`src/rtl/sdram_seq_pkg.sv`:
```
package sdram_seq_pkg;
  // {cs_n, ras_n, cas_n, we_n}
  typedef enum logic [3:0] {
    CMD_MRS = 4'b0000,
    CMD_REF = 4'b0001,
    CMD_PRE = 4'b0010,
    CMD_ACT = 4'b0011,
    CMD_WR  = 4'b0100,
    CMD_RD  = 4'b0101,
    CMD_NOP = 4'b0111
  } sd_cmd_e;

  typedef enum logic [2:0] {
    ST_WAIT, ST_PREA, ST_REF1, ST_REF2, ST_MRS, ST_IDLE, ST_RW, ST_PRE
  } seq_st_e;
endpackage

```
`src/rtl/sdram_gap_timer.sv`:
```
// Spacing counter: loaded with N-1 when a command issues, reports
// expiry so the following command lands exactly N cycles later (N >= 2).
module sdram_gap_timer #(
  parameter int CNT_W   = 8,
  parameter int RST_VAL = 4
) (
  input  logic             clk,
  input  logic             rst,
  input  logic             load,
  input  logic [CNT_W-1:0] load_val,
  output logic             expire
);
  logic [CNT_W-1:0] cnt;

  always_ff @(posedge clk) begin
    if (rst)            cnt <= CNT_W'(RST_VAL);
    else if (load)      cnt <= load_val;
    else if (cnt > 1)   cnt <= cnt - 1'b1;
  end

  assign expire = (cnt <= 1);
endmodule

```
`src/rtl/sdram_refresh_timer.sv`:
```
module sdram_refresh_timer #(
  parameter int T_REFI = 1560
) (
  input  logic clk,
  input  logic rst,
  input  logic ack,
  output logic pend
);
  localparam int CW = $clog2(T_REFI + 1);
  logic [CW-1:0] cnt;

  always_ff @(posedge clk) begin
    if (rst) begin
      cnt  <= '0;
      pend <= 1'b0;
    end else begin
      if (ack) pend <= 1'b0;
      if (cnt == CW'(T_REFI - 1)) begin
        cnt  <= '0;
        pend <= 1'b1;   // an expiry in the ack cycle still wins
      end else begin
        cnt <= cnt + 1'b1;
      end
    end
  end
endmodule

```
`src/rtl/sdram_rd_capture.sv`:
```
module sdram_rd_capture #(
  parameter int CAS_LAT = 3,
  parameter int DQ_W    = 4
) (
  input  logic            clk,
  input  logic            rst,
  input  logic            issue,
  input  logic [DQ_W-1:0] dq_i,
  output logic            valid,
  output logic [DQ_W-1:0] data
);
  logic [CAS_LAT-1:0] pipe;

  always_ff @(posedge clk) begin
    if (rst) begin
      pipe  <= '0;
      valid <= 1'b0;
      data  <= '0;
    end else begin
      pipe  <= {pipe[CAS_LAT-2:0], issue};
      valid <= pipe[CAS_LAT-1];
      if (pipe[CAS_LAT-1]) data <= dq_i;
    end
  end
endmodule

```
`src/rtl/sdram_seq_ctrl.sv`:
```
module sdram_seq_ctrl import sdram_seq_pkg::*; #(
  parameter int BANK_W     = 2,
  parameter int ROW_W      = 12,
  parameter int DQ_W       = 4,
  parameter int CAS_LAT    = 3,
  parameter bit BURST_TYPE = 1'b0,
  parameter int T_INIT     = 20000,
  parameter int T_REFI     = 1560,
  parameter int T_RCD      = 2,
  parameter int T_RP       = 2,
  parameter int T_RFC      = 7,
  parameter int T_WR       = 2,
  parameter int T_MRD      = 2
) (
  input  logic                          clk,
  input  logic                          rst,
  input  logic                          host_valid,
  output logic                          host_ready,
  input  logic                          host_we,
  input  logic [BANK_W+2*ROW_W-2:0]     host_addr,
  input  logic [DQ_W-1:0]               host_wdata,
  input  logic                          host_wmask,
  output logic                          rd_valid,
  output logic [DQ_W-1:0]               rd_data,
  output logic                          sd_cke,
  output logic                          sd_cs_n,
  output logic                          sd_ras_n,
  output logic                          sd_cas_n,
  output logic                          sd_we_n,
  output logic [BANK_W-1:0]             sd_ba,
  output logic [ROW_W-1:0]              sd_addr,
  output logic                          sd_dqm,
  output logic [DQ_W-1:0]               sd_dq_o,
  output logic                          sd_dq_oe,
  input  logic [DQ_W-1:0]               sd_dq_i
);
  localparam int COL_W  = ROW_W - 1;             // A10 skipped
  localparam int ADDR_W = BANK_W + ROW_W + COL_W;
  localparam int GAP_W  = $clog2(T_INIT + T_RFC + T_RP + T_RCD + T_WR + CAS_LAT + T_MRD + 1);
  localparam logic [ROW_W-1:0] MODE_WORD =
    {{(ROW_W-7){1'b0}}, 3'(CAS_LAT), BURST_TYPE, 3'b000};

  seq_st_e             state, ret;
  sd_cmd_e             cmd_q;
  logic                cke_q, dqm_q, oe_q, run_q;
  logic [BANK_W-1:0]   ba_q, req_bank;
  logic [ROW_W-1:0]    a_q;
  logic [DQ_W-1:0]     dq_o_q, req_data;
  logic [COL_W-1:0]    req_col;
  logic                req_we, req_mask;
  logic                gap_load, gap_exp, ref_pend, ref_ack;
  logic [GAP_W-1:0]    gap_val;

  sdram_gap_timer #(.CNT_W(GAP_W), .RST_VAL(T_INIT - 1)) u_gap (
    .clk(clk), .rst(rst), .load(gap_load), .load_val(gap_val), .expire(gap_exp));

  sdram_refresh_timer #(.T_REFI(T_REFI)) u_refi (
    .clk(clk), .rst(rst), .ack(ref_ack), .pend(ref_pend));

  sdram_rd_capture #(.CAS_LAT(CAS_LAT), .DQ_W(DQ_W)) u_rdcap (
    .clk(clk), .rst(rst), .issue(cmd_q == CMD_RD), .dq_i(sd_dq_i),
    .valid(rd_valid), .data(rd_data));

  assign host_ready = (state == ST_IDLE) && !ref_pend;

  always_comb begin
    gap_load = 1'b0;
    gap_val  = '0;
    ref_ack  = 1'b0;
    case (state)
      ST_PREA, ST_PRE:  begin gap_load = 1'b1; gap_val = GAP_W'(T_RP - 1);  end
      ST_REF1, ST_REF2: begin gap_load = 1'b1; gap_val = GAP_W'(T_RFC - 1); end
      ST_MRS:           begin gap_load = 1'b1; gap_val = GAP_W'(T_MRD - 1); end
      ST_IDLE: begin
        if (ref_pend) begin
          gap_load = 1'b1; gap_val = GAP_W'(T_RFC - 1); ref_ack = 1'b1;
        end else if (host_valid) begin
          gap_load = 1'b1; gap_val = GAP_W'(T_RCD - 1);
        end
      end
      ST_RW: begin
        gap_load = 1'b1;
        gap_val  = req_we ? GAP_W'(T_WR - 1) : GAP_W'(CAS_LAT - 1);
      end
      default: ;
    endcase
  end

  always_ff @(posedge clk) begin
    if (rst) begin
      state <= ST_WAIT;  ret <= ST_PREA;  cmd_q <= CMD_NOP;
      cke_q <= 1'b0;     dqm_q <= 1'b1;   oe_q <= 1'b0;  run_q <= 1'b0;
      ba_q <= '0;  a_q <= '0;  dq_o_q <= '0;
      req_bank <= '0;  req_col <= '0;  req_data <= '0;
      req_we <= 1'b0;  req_mask <= 1'b0;
    end else begin
      cke_q <= 1'b1;
      cmd_q <= CMD_NOP;
      oe_q  <= 1'b0;
      dqm_q <= !run_q;
      case (state)
        ST_WAIT: if (gap_exp) state <= ret;
        ST_PREA: begin
          cmd_q <= CMD_PRE; a_q <= '0; a_q[10] <= 1'b1;
          state <= ST_WAIT; ret <= ST_REF1;
        end
        ST_REF1: begin cmd_q <= CMD_REF; state <= ST_WAIT; ret <= ST_REF2; end
        ST_REF2: begin cmd_q <= CMD_REF; state <= ST_WAIT; ret <= ST_MRS;  end
        ST_MRS: begin
          cmd_q <= CMD_MRS; a_q <= MODE_WORD; ba_q <= '0; run_q <= 1'b1;
          dqm_q <= 1'b0; state <= ST_WAIT; ret <= ST_IDLE;
        end
        ST_IDLE: begin
          if (ref_pend) begin
            cmd_q <= CMD_REF; state <= ST_WAIT; ret <= ST_IDLE;
          end else if (host_valid) begin
            cmd_q    <= CMD_ACT;
            ba_q     <= host_addr[ADDR_W-1 -: BANK_W];
            a_q      <= host_addr[COL_W +: ROW_W];
            req_bank <= host_addr[ADDR_W-1 -: BANK_W];
            req_col  <= host_addr[COL_W-1:0];
            req_we   <= host_we;
            req_data <= host_wdata;
            req_mask <= host_wmask;
            state    <= ST_WAIT; ret <= ST_RW;
          end
        end
        ST_RW: begin
          ba_q <= req_bank;
          a_q  <= {req_col[COL_W-1:10], 1'b0, req_col[9:0]};
          if (req_we) begin
            cmd_q <= CMD_WR; oe_q <= 1'b1; dq_o_q <= req_data; dqm_q <= req_mask;
          end else begin
            cmd_q <= CMD_RD;
          end
          state <= ST_WAIT; ret <= ST_PRE;
        end
        ST_PRE: begin
          cmd_q <= CMD_PRE; ba_q <= req_bank; a_q[10] <= 1'b0;
          state <= ST_WAIT; ret <= ST_IDLE;
        end
        default: state <= ST_WAIT;
      endcase
    end
  end

  assign sd_cke   = cke_q;
  assign {sd_cs_n, sd_ras_n, sd_cas_n, sd_we_n} = cmd_q;
  assign sd_ba    = ba_q;
  assign sd_addr  = a_q;
  assign sd_dqm   = dqm_q;
  assign sd_dq_o  = dq_o_q;
  assign sd_dq_oe = oe_q;
endmodule

```
`config.mk`:
```
export PLATFORM = sky130hd
export DESIGN_NAME = sdram_seq_ctrl
export DESIGN_NICKNAME = d
export VERILOG_FILES = /design/src/rtl/sdram_seq_pkg.sv /design/src/rtl/sdram_gap_timer.sv /design/src/rtl/sdram_refresh_timer.sv /design/src/rtl/sdram_rd_capture.sv /design/src/rtl/sdram_seq_ctrl.sv
export SDC_FILE = /design/constraint.sdc
export NUM_CORES = 1
export LEC_CHECK = 0
export BUFFER_PORTS_ARGS = -buffer_cell sky130_fd_sc_hd__buf_2
export CORE_ASPECT_RATIO = 1.1
export CORE_MARGIN = 2
export CORE_UTILIZATION = 30
export DETAILED_ROUTE_END_ITERATION = 12
export GPL_TIMING_DRIVEN = 0
export PLACE_DENSITY = 0.55
export SLEW_MARGIN = 0
export SYNTH_ARGS = -nofsm -noshare
export SYNTH_HDL_FRONTEND = slang
export SYNTH_SLANG_ARGS = --single-unit
```
`constraint.sdc`:
```
create_clock -name clk -period 2.03 [get_ports clk]
set_input_delay 0 -clock clk [delete_from_list [all_inputs] [get_ports clk]]
set_output_delay 0 -clock clk [all_outputs]
set_load 0.02 [all_outputs]
```
== Yosys cells after proc, flatten, opt, wreduce, memory -nomap -nowiden ==
Cells that the tools add are included.

* Input bits: 38
* Bits in registers: 86
* Output and inout bits: 31
* Word-level logic and storage cells: 107

* Magnitude comparators: 2
* Reduce and logical (&&, ||, !) cells: 29
* Bitwise logic cells: 2
* Eq/ne operators: 13
* Add/subtract/negate cells: 2
* Mux-type cells: 36

{| class="wikitable"
|+ Operators with widths
! cell !! count
|-
| 10-bit one-hot mux with 4 select lines || 1
|-
| 15-bit 2-to-1 mux || 2
|-
| 12-bit 2-to-1 mux || 2
|-
| 3-bit 2-to-1 mux || 8
|-
| 3-bit one-hot mux with 6 select lines || 1
|-
| 15-bit by 1-bit greater-than comparator with 1-bit output, second input constant || 1
|-
| 15-bit by 1-bit <= comparator with 1-bit output, second input constant || 1
|-
| 3-bit one-hot mux with 5 select lines || 1
|-
| 3-bit AND reduction || 5
|-
| 15-bit by 1-bit subtractor with 15-bit output, second input constant || 1
|-
| 2-bit OR reduction || 7
|-
| 3-bit == test, second input constant || 4
|-
| 3-bit one-hot mux with 4 select lines || 1
|-
| 11-bit by 1-bit adder with 11-bit output, second input constant || 1
|-
| 11-bit == test, second input constant || 1
|-
| 1-bit 2-to-1 mux || 11
|-
| 3-bit one-hot mux with 3 select lines || 1
|-
| 3-bit nonzero test || 3
|-
| 3-bit by 2-bit == test with 1-bit output, second input constant || 2
|-
| 2-bit 2-to-1 mux || 3
|-
| 2-bit != test, second input constant || 3
|-
| 1-bit one-hot mux with 3 select lines || 2
|-
| 2-bit one-hot mux with 3 select lines || 1
|-
| 2-bit AND reduction || 3
|-
| 13 further kinds || 18
|}

== Longest topological paths before layout ==
* Word-level depth: 4
* Mapped depth: 7
* Depth with buffers taken out: 6

== Hierarchy ==
Synthesis repeated with hierarchy kept, for this count alone.

* Cells, all modules: 436
* Area total of the unflattened synthesis: 3,781.1 µm²

{| class="wikitable"
|+ Modules (own cells, without submodules)
! module !! sequential area each (µm²) !! area an instance (µm²) !! times used !! cells each
|-
| sdram_seq_ctrl || 1,001.0 || 2,088.3 || 1 || 253
|-
| sdram_gap_timer || 300.3 || 904.6 || 1 || 104
|-
| sdram_refresh_timer || 240.2 || 536.8 || 1 || 58
|-
| sdram_rd_capture || 160.2 || 251.5 || 1 || 21
|}

== Least setup slack after synthesis ==
OpenSTA, ideal clock, no wires.

* Path type: register to register
* Start: register u_gap.cnt[2]
* End: register u_gap.cnt[13]
* Path buffers: 0
* Period minus slack after synthesis: 1,656 ps
* Data required time: 1,899 ps
* Library setup time: 131 ps
* Data arrival time: 1,525 ps
* Stages on the path, launching flop included: 6
* Path slack: 374 ps
* Cells stage by stage: dfxtp_1 or4_4 a2111oi_4 nor3b_2 xnor2_1 nor2_1

* Cells in the longest elaborated chain, start to end: 3
* Elaborated cells on any way between the ends: 5
* Those cells by class: add/sub (1); order compare (1); mux (2); reduce/logical (1)

{| class="wikitable"
|+ RTL lines
! item !! RTL line !! source
|-
| start, declared || sdram_gap_timer.sv:13 || <nowiki>logic [CNT_W-1:0] cnt;</nowiki>
|-
| start signal, assigned || sdram_gap_timer.sv:16 || <nowiki>if (rst) cnt <= CNT_W'(RST_VAL);</nowiki>
|-
| start signal, assigned || sdram_gap_timer.sv:17 || <nowiki>else if (load) cnt <= load_val;</nowiki>
|-
| start signal, assigned || sdram_gap_timer.sv:18 || <nowiki>else if (cnt > 1) cnt <= cnt - 1'b1;</nowiki>
|-
| 15-bit by 1-bit subtractor with 15-bit output || sdram_gap_timer.sv:18 ||
|-
| 15-bit 2-to-1 mux || sdram_gap_timer.sv:18 ||
|-
| 15-bit 2-to-1 mux || sdram_gap_timer.sv:17 ||
|}

Several ways; a longest one is shown, not always the timed one. The select of a mux whose other input is x is not followed.
A chain may end at the register's enable or synchronous reset.

== Final worst setup path ==
* Start: register u_gap.cnt[12]
* End: register u_gap.cnt[1]

* Cells in the longest elaborated chain, start to end: 2

{| class="wikitable"
|+ RTL lines
! item !! RTL line
|-
| 15-bit by 1-bit greater-than comparator with 1-bit output || sdram_gap_timer.sv:18
|-
| 2-bit nonzero test (no line) || n/a
|}

Every way passes these cells.

==> flow_summary.toml <==
[cells_and_area]
area_delta_synth_final_pct = 31.64
fraction_of_final_layout_cells_with_drive_strength_greater_than_1_pct = 19.39
most_common_library_cell_in_the_layout_ignoring_fill_and_taps = "dfxtp_1"
final_cell_mix = "dfxtp_1, nand2_1, buf_2, nor2_1, a21oi_1"
utilization_pct = 40.72
final_stage_net_count = 557
final_cell_count_no_fill = 671
num_antenna_cells = 0

[worst_hold_path]
min_delay_path_depth = 5
holdCritPathClass = "primary input to flip-flop"

[routing]
drtAntennaViolNets = 0
average_wire_length_per_cell_after_detail_routing_um = 13.73
totalWireLength_um = 9216
drt-pass1-iter-count = 4
vias = 3219
drc_errors = 0
drt-initial-drc-count = 123
avgViaCountPerCell = 4.797

[die]
fp.coreArea_mm2 = 0.01149
fp.dieW_um = 107.8
start_util_pct = 30.93
die_area_mm2 = 0.01274
ios = 69
die_ht_um = 118.2
num_rows = 41

[cts]
cts_num_sinks = 85
postCtsSetupBuffers = 0
ctsLongestPathBuffers = 2
cts.htree.levels = 3
cts_buffers = 9
cts_tree = "yes"
cts_root_buf = "clkbuf_16"
clock_latency_ps = 330
clk_pin_slew_ps = 60

[logic_synthesis]
synth_seq_area_share_pct = 47.87
postSynth.asyncResetShare_pct = 0
synth-warning-count = 0
yosys_most_used_dff = "dfxtp_1"
postSynthRegisterBits = 85
synth-edff-count = 0
synth_cells = 417
syn_area_per_cell_um2 = 8.524
postSynthNetCount = 458
yosys.cell_types.count = 54
post_synth_instance_area_mm2 = 0.003555

[timing]
tcrit_tclk_final_pct = 92.47
worst_clock_skew_ps = 5.831
setup_repair_after_global_routing_missed_its_margin = "no"
finalSetupTns_ps = 0
fmax_achieved_mhz = 532.7
hold_ws_ps = 10.99
final-setup-viol-count = 0
worst_slew_pin_slew_ps = 738.1
hold_violations = 0
timing.max_slew.rel_slack_pct = 50.67
layout_min_cycle_time_ps = 1877
final-max-slew-violation-count = 0

[place]
place_hpwl_um = 6451
gp_congestion = 0.8042
placedCellCount = 633
portBuffers = 66

[setup_path]
worst_ep_arrival_time_ps = 2100
rr_worst_depth = 5
critPathCaptureType = "flip-flop"
worst_path_largest_cell_delay_ps = 410
reg2reg_slack_ps = 150
slowest_stage = "nor3_2"
setup.worst_path.class = "flip-flop to flip-flop"
cp_data_required_time_ps = 2260
cp_max_fo = 8
timing.critical_path.cells = "nor3_2 > o211ai_1 > nor2_2 > nand3_1 > a31o_1"
crit_path_start_kind = "flip-flop"

[pwr]
ir_worst_vdd_mv = 0.4824
total_power_mw = 3.829
p_leak_nw = 1.799
cellPowerDensity_mw_per_mm2 = 818.3

[global_route]
antenna_found_initial = 0
grt-ovfl-total = 0
grt_pass1_vias = 3158
wire_length_of_the_first_global_routing_pass_um = 15490
groute.usage.overall_pct = 15.07
grt_start_max_net_pins = 15

[run_status]
outcome = "finished, final reports clean"

[run]
drv.max_cap_violation_count = 0
-- cell usage after synthesis, drive strengths merged (3+ instances only) --
library cell,instances,area (um2)
mux2i,11,110.1
dfxtp,85,1702
nor2,56,212.7
buf,5,27.53
nor2b,7,43.79
a31oi,4,25.02
a22o,8,70.07
nor3,7,45.04
o21ai,18,90.08
inv,6,22.52
or3,4,26.28
nand2,71,266.5
xnor2,8,70.07
a21oi,33,165.2
or2,3,18.77
a22oi,10,75.07
nor4b,3,32.53
nand3,10,50.05
ha,3,37.54
nand2b,5,31.28
xor2,10,87.58
nor4,3,25.02
clkbuf,19,71.32
-- cell families after synthesis --
kind of cell	after synthesis	share of synthesized area, %
DFF	85	47.87
muxes	11	3.098
AOI/OAI and AO/OA	89	16.37
and+or+nand+nor	180	23.65
other	1	0.1055
xor gates and xnor gates	18	4.435
adders and majority gates	3	1.056
buffers and inverters	30	3.414
-- what timing repair did --
action,CTS,global route
hold endpoints to repair,23,0
setup endpoints to repair,0,8
hold buffers,23,0
gates resized for setup,0,5
-- layout make-up --
type / count / area [um2]
buffer: 23 / 96.34
timing repair buffer: 89 / 560.5
sequential: 85 / 1702
fill: 1201 / 6812
clock buffer: 10 / 229.0
clock inverter: 6 / 135.1
tap: 150 / 187.7
multi-input combinational: 302 / 1747
inverter: 6 / 22.52
-- power by group --
| group | internal, mW | total [mW] | switching (mW) |
|---|---|---|---|
| registers | 1.68 | 1.69 | 0.0102 |
| logic | 0.0758 | 0.148 | 0.0723 |
| clock network | 1.33 | 1.99 | 0.665 |
-- registers in the layout, indices dropped and copies added (netlist names), 2 cells and up --
signal        cells
req_col          11
state             3
sd_addr          12
u_rdcap.pipe      3
u_gap.cnt        15
u_rdcap.data      4
req_data          4
ret               3
cmd_q             3
sd_ba             2
sd_dq_o           4
u_refi.cnt       11
req_bank          2
-- final timing paths --
kind	startpoint	to
min reg2reg	cmd_q[1]	u_rdcap.pipe[0]
max reg2reg	u_gap.cnt[12]	u_gap.cnt[1]
min	host_addr[21]	sd_addr[10]
max	u_gap.cnt[12]	u_gap.cnt[1]
-- worst max-delay path, delay by kind of cell (launching register included) --
kind | cells | cell delay [ps]
compound gates | 2 | 510
flops | 1 | 360
simple gates | 3 | 900
-- routing by layer --
metal / global-route usage [%] / part of all wire [%] / vias up
met5: 0 / 0 / -
met2: 25.12 / 48 / 68
met1: 19.40 / 47 / 1512
met4: 4.567 / 1.4 / 0
met3: 3.199 / 4.0 / 12
li1: - / - / 1627
-- through the flow --
stage / worst slack [ps] / area, um2
2_1_floorplan: 374.2 / 3555
3_3_place_gp: 20.79 / 4073
3_5_place_dp: 10.63 / 4073
4_1_cts: 21.34 / 4667
5_1_grt: 41.84 / 4679
6_report: 152.8 / 4679
No activity file was read; power rests on OpenSTA's default activity.
